==> config.mk <==
export PLATFORM = sky130hd
export DESIGN_NAME = setting_word_bridge
export DESIGN_NICKNAME = d
export VERILOG_FILES = /design/src/rtl/swb_pkg.sv /design/src/rtl/swb_decode.sv /design/src/rtl/swb_stage.sv /design/src/rtl/swb_commit.sv /design/src/rtl/setting_word_bridge.sv
export SDC_FILE = /design/constraint.sdc
export NUM_CORES = 1
export LEC_CHECK = 0
export ABC_CLOCK_PERIOD_IN_PS = 1900
export BUFFER_PORTS_ARGS = -buffer_cell sky130_fd_sc_hd__buf_2
export CAP_MARGIN = 15
export CORE_ASPECT_RATIO = 0.7
export CORE_MARGIN = 2
export CORE_UTILIZATION = 49
export CTS_CLUSTER_SIZE = 14
export DETAILED_ROUTE_END_ITERATION = 8
export GPL_ROUTABILITY_DRIVEN = 0
export PLACE_DENSITY = 0.79
export SYNTH_ARGS = -nofsm -noshare
export SYNTH_HDL_FRONTEND = slang
export SYNTH_SLANG_ARGS = --single-unit
==> constraint.sdc <==
create_clock -name clk -period 1.9 [get_ports clk]
set_input_delay 0.38 -clock clk [delete_from_list [all_inputs] [get_ports clk]]
set_output_delay 0.38 -clock clk [all_outputs]
set_load 0.05 [all_outputs]
==> src/rtl/swb_pkg.sv <==
package swb_pkg;
  typedef enum logic {
    HALF_LO = 1'b0,
    HALF_HI = 1'b1
  } half_sel_e;
endpackage

==> src/rtl/swb_decode.sv <==
module swb_decode
  import swb_pkg::*;
#(
  parameter int unsigned ADDR_W     = 11,
  parameter int unsigned SLOT_SHIFT = 7,
  parameter int unsigned BASE_SLOT  = 8,
  parameter int unsigned IDX_W      = 8
) (
  input  logic [ADDR_W-1:0] adr,
  output logic              hit,
  output logic [IDX_W-1:0]  idx,
  output half_sel_e         half
);
  localparam int unsigned WIN_BASE = BASE_SLOT << SLOT_SHIFT;
  localparam int unsigned WIN_SPAN = 2 << SLOT_SHIFT;

  logic [ADDR_W:0] ofs;

  // Wrap-around makes addresses below the base look huge, so one compare suffices.
  assign ofs  = {1'b0, adr} - (ADDR_W+1)'(WIN_BASE);
  assign hit  = ofs < (ADDR_W+1)'(WIN_SPAN);
  assign idx  = IDX_W'(ofs[SLOT_SHIFT:2]);
  assign half = half_sel_e'(ofs[1]);
endmodule

==> src/rtl/swb_stage.sv <==
module swb_stage #(
  parameter int unsigned HALF_W = 16
) (
  input  logic              clk,
  input  logic              rst,
  input  logic              load,
  input  logic [HALF_W-1:0] din,
  output logic [HALF_W-1:0] q
);
  always_ff @(posedge clk) begin
    if (rst)       q <= '0;
    else if (load) q <= din;
  end
endmodule

==> src/rtl/swb_commit.sv <==
module swb_commit #(
  parameter int unsigned HALF_W = 16,
  parameter int unsigned IDX_W  = 8
) (
  input  logic                clk,
  input  logic                rst,
  input  logic                fire,
  input  logic [IDX_W-1:0]    idx_in,
  input  logic [HALF_W-1:0]   hi_in,
  input  logic [HALF_W-1:0]   lo_in,
  output logic                stb_o,
  output logic [IDX_W-1:0]    idx_o,
  output logic [2*HALF_W-1:0] dat_o
);
  always_ff @(posedge clk) begin
    if (rst) begin
      stb_o <= 1'b0;
      idx_o <= '0;
      dat_o <= '0;
    end else begin
      stb_o <= fire;
      if (fire) begin
        idx_o <= idx_in;
        dat_o <= {hi_in, lo_in};
      end
    end
  end
endmodule

==> src/rtl/setting_word_bridge.sv <==
module setting_word_bridge
  import swb_pkg::*;
#(
  parameter int unsigned ADDR_W     = 11,
  parameter int unsigned HALF_W     = 16,
  parameter int unsigned SLOT_SHIFT = 7,
  parameter int unsigned BASE_SLOT  = 8,
  parameter int unsigned IDX_W      = 8
) (
  input  logic                clk,
  input  logic                rst,
  input  logic                bus_stb_i,
  input  logic                bus_we_i,
  input  logic [ADDR_W-1:0]   bus_adr_i,
  input  logic [HALF_W-1:0]   bus_dat_i,
  output logic [HALF_W-1:0]   bus_dat_o,
  output logic                bus_ack_o,
  output logic                set_stb_o,
  output logic [IDX_W-1:0]    set_idx_o,
  output logic [2*HALF_W-1:0] set_dat_o
);
  logic             hit;
  logic [IDX_W-1:0] dec_idx;
  half_sel_e        dec_half;
  logic             accept;
  logic             ack_q;
  logic [HALF_W-1:0] staged;

  swb_decode #(
    .ADDR_W(ADDR_W), .SLOT_SHIFT(SLOT_SHIFT),
    .BASE_SLOT(BASE_SLOT), .IDX_W(IDX_W)
  ) u_decode (
    .adr(bus_adr_i), .hit(hit), .idx(dec_idx), .half(dec_half)
  );

  assign accept = bus_stb_i && hit && !ack_q;

  always_ff @(posedge clk) begin
    if (rst) ack_q <= 1'b0;
    else     ack_q <= accept;
  end

  swb_stage #(.HALF_W(HALF_W)) u_stage (
    .clk(clk), .rst(rst),
    .load(accept && bus_we_i && dec_half == HALF_LO),
    .din(bus_dat_i), .q(staged)
  );

  swb_commit #(.HALF_W(HALF_W), .IDX_W(IDX_W)) u_commit (
    .clk(clk), .rst(rst),
    .fire(accept && bus_we_i && dec_half == HALF_HI),
    .idx_in(dec_idx), .hi_in(bus_dat_i), .lo_in(staged),
    .stb_o(set_stb_o), .idx_o(set_idx_o), .dat_o(set_dat_o)
  );

  assign bus_ack_o = ack_q;
  assign bus_dat_o = '0;
endmodule

==> flow_summary.rst <==
.. list-table::
   :header-rows: 1

   * - Metric
     - Value
   * - Starting density of the core
     - 0.504
   * - Vert. Die Dim
     - 62.5 µm
   * - Buffers from clock root to sink, at most
     - 2
   * - Wire length of the first global-routing pass
     - 9360 µm
   * - Number of cell rows
     - 21
   * - Nature of the critical path endpoint
     - flip-flop
   * - Top post-synthesis cells by area
     - sky130_fd_sc_hd__dfxtp_1 47%, sky130_fd_sc_hd__o21ai_0 13%, sky130_fd_sc_hd__a21oi_1 7.9%
   * - Total Nets Final
     - 377
   * - DP Wirelength
     - 3630 µm
   * - Cell area after technology mapping
     - 2400 µm²
   * - # IOs
     - 89
   * - Cell type with the largest total area after synthesis
     - sky130_fd_sc_hd__dfxtp_1
   * - Diode count
     - 0
   * - Lkg Pwr
     - 1.16 nW
   * - Worst VDD drop
     - 0.000440 V
   * - Worst clock skew
     - 6.16 ps
   * - Worst setup path class
     - reg2reg
   * - Reported max-cap violation count
     - 0
   * - Crit-path max cell delay
     - 540 ps
   * - Required time of the critical path
     - 2120 ps
   * - Grt met1 use
     - 0.327
   * - Area Growth Syn to Fin
     - 18.8%
   * - CP arrival
     - 1900 ps
   * - Max-Slew Margin vs Limit
     - 0.641
   * - Final-report max-slew violation count
     - 0
   * - Result of the run
     - finished clean
   * - Synthesis-stage register bit count
     - 56
   * - Leading cell type in the layout, fill and taps excluded
     - sky130_fd_sc_hd__buf_2
   * - Worst skew pair latency
     - 300 ps
   * - Total number of yosys warnings
     - 0
   * - Antenna violations before repair
     - 0
   * - Cells along the critical path
     - or4b_1 > or2_1 > o21ai_0
   * - Final std cells w/o fill
     - 416
   * - Number of H-tree levels
     - 2
   * - Routed wire per std cell
     - 13.6 µm
   * - Startpoint Class
     - flip-flop
   * - Share of the clock period used by the worst path
     - 0.880
   * - Worst path buffer plus inverter count
     - 0
   * - Fin crit period
     - 1670 ps
   * - Hold Fails Final Rpt
     - 0
   * - Worst hold path type
     - in2reg
   * - Met2 Resource Use GR
     - 0.302
   * - Busiest layer in global routing
     - met1
   * - GRT overflow
     - 0
   * - Transition time at the pin with the least slew margin
     - 539 ps
   * - Sequential element share of the synthesized area
     - 0.468
   * - Die Area
     - 5480 µm²
   * - Number of nets with antenna violations after detailed routing
     - 0
   * - Number of buffers inserted by port buffering
     - 69
   * - Overall global routing resource usage
     - 0.212
   * - Clock transition at the registers of the reported paths
     - 100 ps
   * - Largest net degree at the start of global routing
     - 73
   * - Detailed-route via count
     - 2,145
   * - Top cell family by delay on the critical path
     - simple AND/OR/NAND/NOR gates
   * - Drt first pass iters
     - 4
   * - Final Hold Slack
     - 323 ps
   * - Horizontal die dimension
     - 87.6 µm
   * - Total power divided by cell area
     - 794 nW/µm²
   * - # clock sinks
     - 56
   * - Clock tree from TritonCTS
     - done
   * - Met3 Use GR
     - 0.0489
   * - Placed instance count
     - 408
   * - TritonCTS Buffers
     - 5
   * - Via count of the first global-routing pass
     - 1,942
   * - Number of resized instances in the post-cts repair step
     - 0
   * - Detail-routed via count per cell
     - 5.16
   * - Crit-path slowest cell
     - sky130_fd_sc_hd__or4b_1
   * - Maximum clock frequency
     - 598 MHz
   * - Post-Syn Instances
     - 292
   * - Fraction of layout instances using a drive strength above 1
     - 0.248
   * - Post-synth cell types
     - 22
   * - Unrepaired setup endpoints after global routing
     - no
   * - Buffers inserted by post-CTS timing repair
     - 0
   * - Flop-to-flop setup slack
     - 230 ps
   * - Number of hold-repair buffers added at the cts stage
     - 0
   * - DRC marker count from the first detailed-route iteration
     - 125
   * - Wirelength, routed
     - 5660 µm
   * - Number of failing setup endpoints in the final timing report
     - 0
   * - Max FO, Critical Path
     - 16
   * - Final design utilization
     - 0.599
   * - Post-route setup TNS
     - 0 ps
   * - Most frequent cells in the layout
     - 69 x sky130_fd_sc_hd__buf_2, 60 x sky130_fd_sc_hd__o21ai_0, 56 x sky130_fd_sc_hd__dfxtp_1
   * - Number of remaining DRC errors
     - 0
   * - Standard cell core area
     - 4760 µm²
   * - Fraction of post-synthesis cell area in the top cell type by area
     - 0.468
   * - Mean cell area of the mapped netlist
     - 8.21 µm²
   * - CTS root buf
     - sky130_fd_sc_hd__clkbuf_8
path summary, 6_finish.rpt:
| check | from | to | cells after the start |
|---|---|---|---|
| worst max-delay path | bus_ack_o | u_stage.q[11] | 3 |
| worst min-delay path | bus_adr_i[4] | u_commit.idx_o[2] | 3 |
| worst max register to register | bus_ack_o | u_stage.q[11] | 3 |
| worst min register to register | u_stage.q[6] | u_commit.dat_o[6] | 2 |
layer usage:
metal | wire length, µm | share of wire
met1 | 2650 | 0.47
met4 | 13 | 0.0023
met5 | 0 | 0
met3 | 427 | 0.075
met2 | 2560 | 0.45
layout make-up:
type	instances	area [µm²]
Fill cell	427	1910
Sequential cell	56	1120
Multi-Input combinational cell	206	1080
Timing Repair Buffer	77	430
Clock buffer	7	96.3
Tap cell	69	86.3
Clock inverter	1	30.0
Yosys cell counts (all sizes together):
cell type and n:
buf 24, nand4b 1, and4b 1, or2 1, nand3b 2, conb 1, or3b 1, o21ai 70
nor2 1, nand3 38, clkbuf 23, a21oi 38, nor3b 1, nor2b 16, or4b 1, nand2b 16
dfxtp 56, nor4bb 1
worst register-to-register path: stages, from the launching register on:
cell and delay [ps]:
sky130_fd_sc_hd__dfxtp_1 350, sky130_fd_sc_hd__or4b_1 540, sky130_fd_sc_hd__or2_1 450, sky130_fd_sc_hd__o21ai_0 260
stage by stage:
| step | cell area (µm²) | worst slack, ps | power [mW] |
|---|---|---|---|
| floorplan | 2460 | 73.2 | 1.41 |
| global placement | 2720 | 149 | 1.45 |
| detailed placement | 2720 | 73.5 | 1.45 |
| CTS | 2850 | 240 | 2.28 |
| global route | 2850 | 132 | 2.36 |
| finish | 2850 | 227 | 2.26 |
sequential cells by signal, summed over array words and instances, names as in the netlist:
name,cells
u_commit.idx_o,6
u_stage.q,16
u_commit.dat_o,32
bus_ack_o,1
u_commit.stb_o,1
cells by family after synthesis:
kind of cell / after synthesis / share of synthesized area
AOI/OAI and AO/OA: 108 / 0.225
other: 1 / 0.00156
and+or+nand+nor: 80 / 0.196
DFF: 56 / 0.468
buffers and inverters: 47 / 0.109
report_power, final:
part / switching (mW) / internal, mW / leakage [nW] / total, mW
registers: 0.00307 / 1.18 / 0.451 / 1.18
logic: 0.187 / 0.0570 / 0.646 / 0.244
clock network: 0.370 / 0.465 / 0.0645 / 0.836
Note: power is estimated with default switching activity, not from simulation.
